==> config.mk <==
export PLATFORM = sky130hd
export DESIGN_NAME = tune_sel_ctrl
export DESIGN_NICKNAME = d
export VERILOG_FILES = /design/src/rtl/tune_sel_pkg.sv /design/src/rtl/tune_sel_decode.sv /design/src/rtl/tune_sel_delay.sv /design/src/rtl/tune_sel_ctrl.sv
export SDC_FILE = /design/constraint.sdc
export NUM_CORES = 1
export LEC_CHECK = 0
export BUFFER_PORTS_ARGS = -buffer_cell sky130_fd_sc_hd__buf_4
export CAP_MARGIN = 20
export CORE_UTILIZATION = 45
export DETAILED_ROUTE_END_ITERATION = 10
export GPL_ROUTABILITY_DRIVEN = 0
export PLACE_DENSITY = 0.75
export SLEW_MARGIN = 20
export SYNTH_ARGS = -nofsm -noshare
export SYNTH_HDL_FRONTEND = slang
export SYNTH_SLANG_ARGS = --single-unit
==> constraint.sdc <==
create_clock -name clk -period 1.4 [get_ports clk]
set_clock_uncertainty 0.2 [all_clocks]
set_input_delay 0.07 -clock clk [delete_from_list [all_inputs] [get_ports clk]]
set_output_delay 0.07 -clock clk [all_outputs]
set_load 0.03 [all_outputs]
==> src/rtl/tune_sel_pkg.sv <==
package tune_sel_pkg;
  localparam int CMD_W = 16;
  localparam int OP_W  = 4;

  typedef enum logic [OP_W-1:0] {
    OP_PHASE_ONLY = 4'b0100,
    OP_FREQ_ONLY  = 4'b0101,
    OP_BOTH       = 4'b0110,
    OP_TEST       = 4'b0111
  } sel_op_e;

  typedef struct packed {
    logic       fsel;
    logic [1:0] psel;
  } sel_t;

  localparam int SEL_W = $bits(sel_t);
endpackage

==> src/rtl/tune_sel_decode.sv <==
module tune_sel_decode
  import tune_sel_pkg::*;
(
  input  logic             clk,
  input  logic             rst_n,
  input  logic             cmd_valid,
  input  logic [CMD_W-1:0] cmd_word,
  output logic             sync_o,
  output logic             srcbits_o,
  output logic             sleep_o,
  output logic             accrst_o,
  output logic             clr_o,
  output sel_t             bits_o
);
  localparam int CLS_HI = CMD_W - 1;
  localparam int CLS_LO = CMD_W - 2;

  logic [OP_W-1:0] op;
  logic            is_mode, is_power, clr_req;

  assign op       = cmd_word[CMD_W-1 -: OP_W];
  assign is_mode  = cmd_valid && cmd_word[CLS_HI:CLS_LO] == 2'b10;
  assign is_power = cmd_valid && cmd_word[CLS_HI:CLS_LO] == 2'b11;
  assign clr_req  = is_power && cmd_word[11];

  always_ff @(posedge clk) begin
    if (!rst_n) begin
      sync_o    <= 1'b0;
      srcbits_o <= 1'b0;
      sleep_o   <= 1'b0;
      accrst_o  <= 1'b0;
      clr_o     <= 1'b0;
      bits_o    <= '0;
    end else begin
      clr_o <= clr_req;
      if (is_mode) begin
        sync_o    <= cmd_word[13];
        srcbits_o <= cmd_word[12];
      end
      if (is_power) begin
        sleep_o  <= cmd_word[13];
        accrst_o <= cmd_word[12];
        if (cmd_word[11]) begin
          sync_o    <= 1'b0;
          srcbits_o <= 1'b0;
        end
      end
      if (cmd_valid) begin
        case (op)
          OP_PHASE_ONLY: bits_o.psel <= cmd_word[10:9];
          OP_FREQ_ONLY:  bits_o.fsel <= cmd_word[11];
          OP_BOTH: begin
            bits_o.psel <= cmd_word[10:9];
            bits_o.fsel <= cmd_word[11];
          end
          default: ;
        endcase
      end
    end
  end

  assert_clr_drops_modes_R9: assert property (@(posedge clk) disable iff (!rst_n)
    clr_req |=> (!sync_o && !srcbits_o && clr_o));

  assert_clr_selfclear_R9: assert property (@(posedge clk) disable iff (!rst_n)
    (clr_o && !clr_req) |=> !clr_o);

  assert_test_ignored_R10: assert property (@(posedge clk) disable iff (!rst_n)
    (cmd_valid && op == OP_TEST) |=>
      $stable({sync_o, srcbits_o, sleep_o, accrst_o, bits_o}));

  assert_power_levels_R8: assert property (@(posedge clk) disable iff (!rst_n)
    is_power |=> (sleep_o == $past(cmd_word[13]) && accrst_o == $past(cmd_word[12])));
endmodule

==> src/rtl/tune_sel_delay.sv <==
module tune_sel_delay #(
  parameter int WIDTH  = 3,
  parameter int STAGES = 2
) (
  input  logic             clk,
  input  logic             rst_n,
  input  logic [WIDTH-1:0] d,
  output logic [WIDTH-1:0] q
);
  generate
    if (STAGES == 0) begin : g_bypass
      assign q = d;
    end else begin : g_chain
      logic [WIDTH-1:0] stage [STAGES];
      for (genvar i = 0; i < STAGES; i++) begin : g_stage
        always_ff @(posedge clk) begin
          if (!rst_n) stage[i] <= '0;
          else if (i == 0) stage[i] <= d;
          else stage[i] <= stage[(i == 0) ? 0 : i-1];
        end
      end
      assign q = stage[STAGES-1];
    end
  endgenerate
endmodule

==> src/rtl/tune_sel_ctrl.sv <==
module tune_sel_ctrl
  import tune_sel_pkg::*;
#(
  parameter int SYNC_STAGES = 2
) (
  input  logic        clk,
  input  logic        rst_n,
  input  logic        cmd_valid,
  input  logic [15:0] cmd_word,
  input  logic        pin_fsel,
  input  logic [1:0]  pin_psel,
  output logic        freq_sel,
  output logic [1:0]  phase_sel,
  output logic        sync_en,
  output logic        sleep,
  output logic        acc_reset,
  output logic        clr_pulse
);
  logic srcbits;
  sel_t bits_now, bits_dly, pins_now, pins_dly, bits_eff, pins_eff, chosen;

  tune_sel_decode u_decode (
    .clk       (clk),
    .rst_n     (rst_n),
    .cmd_valid (cmd_valid),
    .cmd_word  (cmd_word),
    .sync_o    (sync_en),
    .srcbits_o (srcbits),
    .sleep_o   (sleep),
    .accrst_o  (acc_reset),
    .clr_o     (clr_pulse),
    .bits_o    (bits_now)
  );

  assign pins_now = '{fsel: pin_fsel, psel: pin_psel};

  tune_sel_delay #(.WIDTH(SEL_W), .STAGES(SYNC_STAGES)) u_bits_dly (
    .clk (clk), .rst_n (rst_n), .d (bits_now), .q (bits_dly)
  );

  tune_sel_delay #(.WIDTH(SEL_W), .STAGES(SYNC_STAGES)) u_pins_dly (
    .clk (clk), .rst_n (rst_n), .d (pins_now), .q (pins_dly)
  );

  assign bits_eff  = sync_en ? bits_dly : bits_now;
  assign pins_eff  = sync_en ? pins_dly : pins_now;
  assign chosen    = srcbits ? bits_eff : pins_eff;
  assign freq_sel  = chosen.fsel;
  assign phase_sel = chosen.psel;

  assert_pins_direct_R4: assert property (@(posedge clk) disable iff (!rst_n)
    (!srcbits && !sync_en) |-> (freq_sel == pin_fsel && phase_sel == pin_psel));

  generate
    if (SYNC_STAGES == 2) begin : g_sync_chk
      assert_pins_two_edges_R7: assert property (@(posedge clk) disable iff (!rst_n)
        (!srcbits && sync_en && $past(sync_en)) |->
          (phase_sel == $past(pin_psel, 2) && freq_sel == $past(pin_fsel, 2)));
    end
  endgenerate
endmodule

[Word-level counts from Yosys, hierarchy flattened]
Memory sizes are Yosys's and may differ from the RTL's.
Index checks and enable logic that the tools add are counted.
Storage, ports and cells
  output and inout port bits: 7
  RAM bits: 12
  memories: 2
  input port bits: 22
  logic and storage cells: 40
  bits in registers: 8
Cells by class
  equal/unequal tests: 5
  bitwise operators: 4
  reduce and logical (&&, ||, !) cells: 7
  mux-type cells: 15
Memory list
  u_bits_dly.g_chain.stage: words 2, width 3, rd ports 2, clocked after memory_dff 0, wr ports 2, line tune_sel_delay.sv:14  | logic [WIDTH-1:0] stage [STAGES];
  u_pins_dly.g_chain.stage: words 2, width 3, rd ports 2, clocked after memory_dff 0, wr ports 2, line tune_sel_delay.sv:14
Operators with widths (count)
  two-way mux 3 bit: 7
  equality test 4 x 3 -> 1 bit, second input constant: 3
  two-way mux 1 bit: 8
  equality test 2 bit, second input constant: 2
  bitwise OR 1 bit: 4
  AND reduction 2 bit: 2
  OR reduction 2 bit: 2
  logical AND 1 bit: 3

[Depth between registers and ports, before layout]
  depth in word-level cells: 5
  gate-level depth with buffers: 4
  depth with buffers taken out: 3

[By module]
A second synthesis with hierarchy kept.
Unflattened totals
  cells, all modules: 61
  area, all modules: 734.5 um^2
Modules (own cells, without submodules)
  tune_sel_decode: sequential area each 160.2 um^2, instances 1, area an instance 340.3 um^2, cells each 34
  tune_sel_delay: sequential area each 120.1 um^2, instances 2, area an instance 157.7 um^2, cells each 12
  tune_sel_ctrl: sequential area each 0.0 um^2, instances 1, area an instance 78.8 um^2, cells each 3

[Worst setup path before layout]
Ideal clock, no wire load.
  path type: register to output
  from: register u_decode.sync_o
  to: output freq_sel
  arrival time: 1332 ps
  stages on the path, launching flop included: 2
  path buffers: 0
  slack: -202 ps
  data required time: 1130 ps
  cells stage by stage: dfxtp_1 -> mux4_1
On the way
  longest elaborated chain between the ends: 2
  elaborated cells between the ends (all ways): 3
  classes of those cells: 3 x mux
RTL lines
  from (decl): line tune_sel_decode.sv:8  | output logic sync_o,
  from (signal assigned): line tune_sel_decode.sv:37  | sync_o <= cmd_word[13];
  two-way mux 3 bit, on equally long branches: line tune_sel_ctrl.sv:46, tune_sel_ctrl.sv:45
  two-way mux 3 bit *: line tune_sel_ctrl.sv:47  | assign chosen = srcbits ? bits_eff : pins_eff;
  to (decl): line tune_sel_ctrl.sv:12  | output logic freq_sel,
Mark *: on every way between the ends. The rest lies on a longest branch, timed or not.

[Worst setup path in the final report]
  from: register u_decode.sync_o
  to: output phase_sel[1]
On the way
  longest elaborated chain between the ends: 2
  elaborated cells between the ends (all ways): 3
  classes of those cells: 3 x mux
RTL lines
  two-way mux 3 bit, on equally long branches: line tune_sel_ctrl.sv:46, tune_sel_ctrl.sv:45
  two-way mux 3 bit *: line tune_sel_ctrl.sv:47
  to (decl): line tune_sel_ctrl.sv:13  | output logic [1:0] phase_sel,
Marks and branches as above.

==> insert_results.sql <==
INSERT INTO impl_metrics (metric_group, metric, value, unit) VALUES
('yosys', 'synth.yosys.warnings', '0', ''),
('die', 'initial_core_utilization', '48.01', '%'),
('global_routing', 'track_usage', '19.09', '%'),
('detailed_routing', 'detail_route.vias_per_cell', '5.179', ''),
('die', 'dieArea', '0.001772', 'sq mm'),
('detailed_routing', 'first_iteration_detailed_routing_drc_count', '7', ''),
('worst_setup_path', 'cp.required', '1.13', 'ns'),
('finish', 'final_core_util', '69.52', '%'),
('finish', 'diodes', '0', ''),
('yosys', 'synth.distinct_cells', '17', ''),
('clock_network', 'clkLatencyLatePin', '0.30', 'ns'),
('clock_network', 'cts_buffer_depth', '2', ''),
('yosys', 'synth-seq-cells', '20', ''),
('clock_network', 'cts_tree', 'built', ''),
('finish', 'layout-area-overhead-vs-synth', '44.81', '%'),
('flow_run', 'max_cap_viol_count', '0', ''),
('detailed_routing', 'drc_errors', '0', ''),
('worst_setup_path', 'crit_slowest_cell', 'sky130_fd_sc_hd__mux4_2', ''),
('yosys', 'mappedNetlistArea', '723.2', 'sq um'),
('detailed_routing', 'vias', '580', ''),
('worst_setup_path', 'cp_slowest_stage_delay', '0.52', 'ns'),
('worst_setup_path', 'setup.worst_path.start_class', 'flip-flop', ''),
('power_and_ir_drop', 'peakVddDrop', '0.0006547', 'V'),
('yosys', 'synth_sequential_area_ratio', '55.36', '%'),
('die', 'ios', '29', ''),
('die', 'std_cell_rows', '14', ''),
('detailed_routing', 'routed_wl', '1434', 'um'),
('clock_network', 'cts.sink_count', '20', ''),
('global_routing', 'grt_remaining_overflow', '0', ''),
('detailed_routing', 'antenna_violating_nets_post_route', '0', ''),
('worst_setup_path', 'timing.critical_path.cells', 'mux4_2, buf_6', ''),
('detailed_routing', 'firstDrtPassIters', '5', ''),
('die', 'die_w', '42.09', 'um'),
('finish', 'multi_input_comb_area', '289.0', 'sq um'),
('global_routing', 'initial_antenna_violation_count', '0', ''),
('timing', 'maximum_achievable_frequency', '0.6045', 'GHz'),
('outcome', 'status', 'finished with violations', ''),
('finish', 'layout.cells.most_common_list', '19 x sky130_fd_sc_hd__dfxtp_1, 16 x sky130_fd_sc_hd__buf_4, 12 x sky130_fd_sc_hd__dlygate4sd3_1', ''),
('placement', 'portBuffers', '19', ''),
('worst_setup_path', 'critPathArrivalTime', '1.38', 'ns'),
('timing', 'postLayoutSetupSlackWorst', '-0.2544', 'ns'),
('worst_setup_path', 'worst-setup-path-type', 'reg2out', ''),
('clock_network', 'numCtsBuffers', '3', ''),
('worst_setup_path', 'cp_max_fo', '5', ''),
('yosys', 'synth_area_per_cell', '11.66', 'sq um'),
('timing', 'finalHoldViolCount', '0', ''),
('global_routing', 'largest_net_degree_at_the_start_of_global_routing', '15', ''),
('timing', 'hold-worst-slack', '0.2420', 'ns'),
('die', 'fp.dieH', '42.09', 'um'),
('finish', 'layout-drive-gt1-share', '29.17', '%'),
('clock_network', 'htreeDepth', '1', ''),
('timing', 'final_max_slew_viol_count', '0', ''),
('timing', 'rsz0062_at_grt', 'true', ''),
('timing', 'setup_tns_after_final_layout', '-0.7417', 'ns'),
('clock_network', 'library_cell_used_as_clock_root_buffer', 'sky130_fd_sc_hd__clkbuf_4', ''),
('finish', 'layout.filler_cells', '113', ''),
('finish', 'mostFrequentLayoutCell', 'sky130_fd_sc_hd__dfxtp_1', ''),
('timing', 'final-setup-viol-count', '3', ''),
('power_and_ir_drop', 'power_density', '1029', 'mW/mm^2'),
('yosys', 'synth_fp_nets', '84', ''),
('timing', 'worst_pin_slew', '0.4245', 'ns'),
('worst_setup_path', 'crit_end_category', 'primary output', ''),
('die', 'floorplan.core_area', '0.001506', 'sq mm'),
('placement', 'dp_hpwl', '837.1', 'um'),
('global_routing', 'grt_pass1_vias', '599', ''),
('timing', 'min_period_over_period', '118.2', '%'),
('clock_network', 'clkSlewWorstSetupHoldPaths', '0.11', 'ns'),
('global_routing', 'grt_first_pass_wirelength', '2484', 'um'),
('timing', 'layout_min_cycle_time', '1.654', 'ns'),
('outcome', 'failing_checks', 'negative setup slack', ''),
('finish', 'ff_latch_area', '404.1', 'sq um'),
('timing', 'max_slew_margin', '71.70', '%'),
('finish', 'final_nets', '119', ''),
('yosys', 'count_of_mapped_cells_out_of_synthesis', '62', ''),
('power_and_ir_drop', 'leakage', '0.0004834', 'uW'),
('min_path', 'hold_class', 'reg2reg', ''),
('detailed_routing', 'wl_per_cell', '12.80', 'um');
[power by group]
group | total (uW) | leakage, uW | internal [uW] | switching [uW]
Clock | 332 | 0.0000210 | 159 | 173
Combinational | 154 | 0.000299 | 87.9 | 66.2
Sequential | 591 | 0.000164 | 583 | 7.62
Total | 1080 | 0.000483 | 830 | 247
[Yosys cell counts]
master / n / area, sq um
sky130_fd_sc_hd__dfxtp_1: 20 / 400.4
sky130_fd_sc_hd__and2_1: 10 / 62.56
sky130_fd_sc_hd__mux2i_1: 6 / 60.06
sky130_fd_sc_hd__nand2_1: 6 / 22.52
sky130_fd_sc_hd__inv_1: 3 / 11.26
sky130_fd_sc_hd__mux4_1: 3 / 78.83
sky130_fd_sc_hd__nor2_1: 3 / 11.26
sky130_fd_sc_hd__nor2b_1: 2 / 12.51
sky130_fd_sc_hd__buf_4: 1 / 7.510
sky130_fd_sc_hd__clkbuf_1: 1 / 3.750
sky130_fd_sc_hd__nand3_1: 1 / 5.000
sky130_fd_sc_hd__nand3b_1: 1 / 7.510
sky130_fd_sc_hd__nor3_2: 1 / 10.01
sky130_fd_sc_hd__o21ai_1: 1 / 5.000
sky130_fd_sc_hd__o31ai_1: 1 / 7.510
sky130_fd_sc_hd__o41ai_1: 1 / 8.760
sky130_fd_sc_hd__xnor2_1: 1 / 8.760
[sequential cells by signal (all words and copies together), names as in the netlist]
register and flops:
u_pins_dly.g_chain.stage 6, u_decode.accrst_o 1, u_decode.clr_o 1, u_bits_dly.g_chain.stage 6
u_decode.sync_o 1, u_decode.srcbits_o 1, u_decode.sleep_o 1, u_decode.bits_o 3
[layout make-up]
type                       count  area share, %
clock buffer                   4          3.465
inverter                       3          1.075
sequential                    20          38.59
multi-input combinational     37          27.60
timing repair buffer          32          27.36
tap                           16          1.912
[cell families after synthesis]
group | share of synthesized area, %
flip-flops | 55.36
multiplexers | 19.21
buffers and inverters | 3.114
AO/OA/AOI/OAI | 2.941
XOR/XNOR | 1.211
AND/OR/NAND/NOR | 18.17
[worst max-delay path: cells and delay by family (launching register included)]
family                 cells  cell delay [ns]
buffers and inverters      1             0.16
DFF                        1             0.41
muxes                      1             0.52
[per-stage QoR]
stage / power [uW] / setup slack, ns / instances / area, sq um
detailed placement: 722.4 / 0.04149 / 95 / 864.6
CTS: 1087 / -0.2588 / 115 / 1075
global route: 1121 / -0.2970 / 112 / 1047
floorplan: 669.6 / 0.02769 / 62 / 713.2
finish: 1077 / -0.2544 / 112 / 1047
global placement: 719.6 / 0.05177 / 95 / 864.6
[repair_timing]
item,in CTS,in global routing
hold buffers,16,1
gates resized for setup,4,1
buffers inserted,0,0
endpoints found under the setup margin,3,8
endpoints found under the hold margin,20,4
[path summary, 6_finish.rpt]
check,start,to,slack [ns],depth (start not counted)
setup / recovery,u_decode.sync_o,phase_sel[1],-0.25,2
hold / removal,u_bits_dly.g_chain.stage[0][1],u_bits_dly.g_chain.stage[1][1],0.24,1
setup reg to reg,u_decode.bits_o[2],u_decode.bits_o[2],0.43,3
hold reg to reg,u_bits_dly.g_chain.stage[0][1],u_bits_dly.g_chain.stage[1][1],0.24,1
[layer usage]
metal  vias to the layer above  track usage (%)  routed length (um)
li1                        280                -                   -
met1                       275            23.18                 607
met5                         -                0                   0
met4                         0            8.750                  26
met2                        20            31.56                 726
met3                         5            5.172                  74
Note: power is estimated with default switching activity, not from simulation.
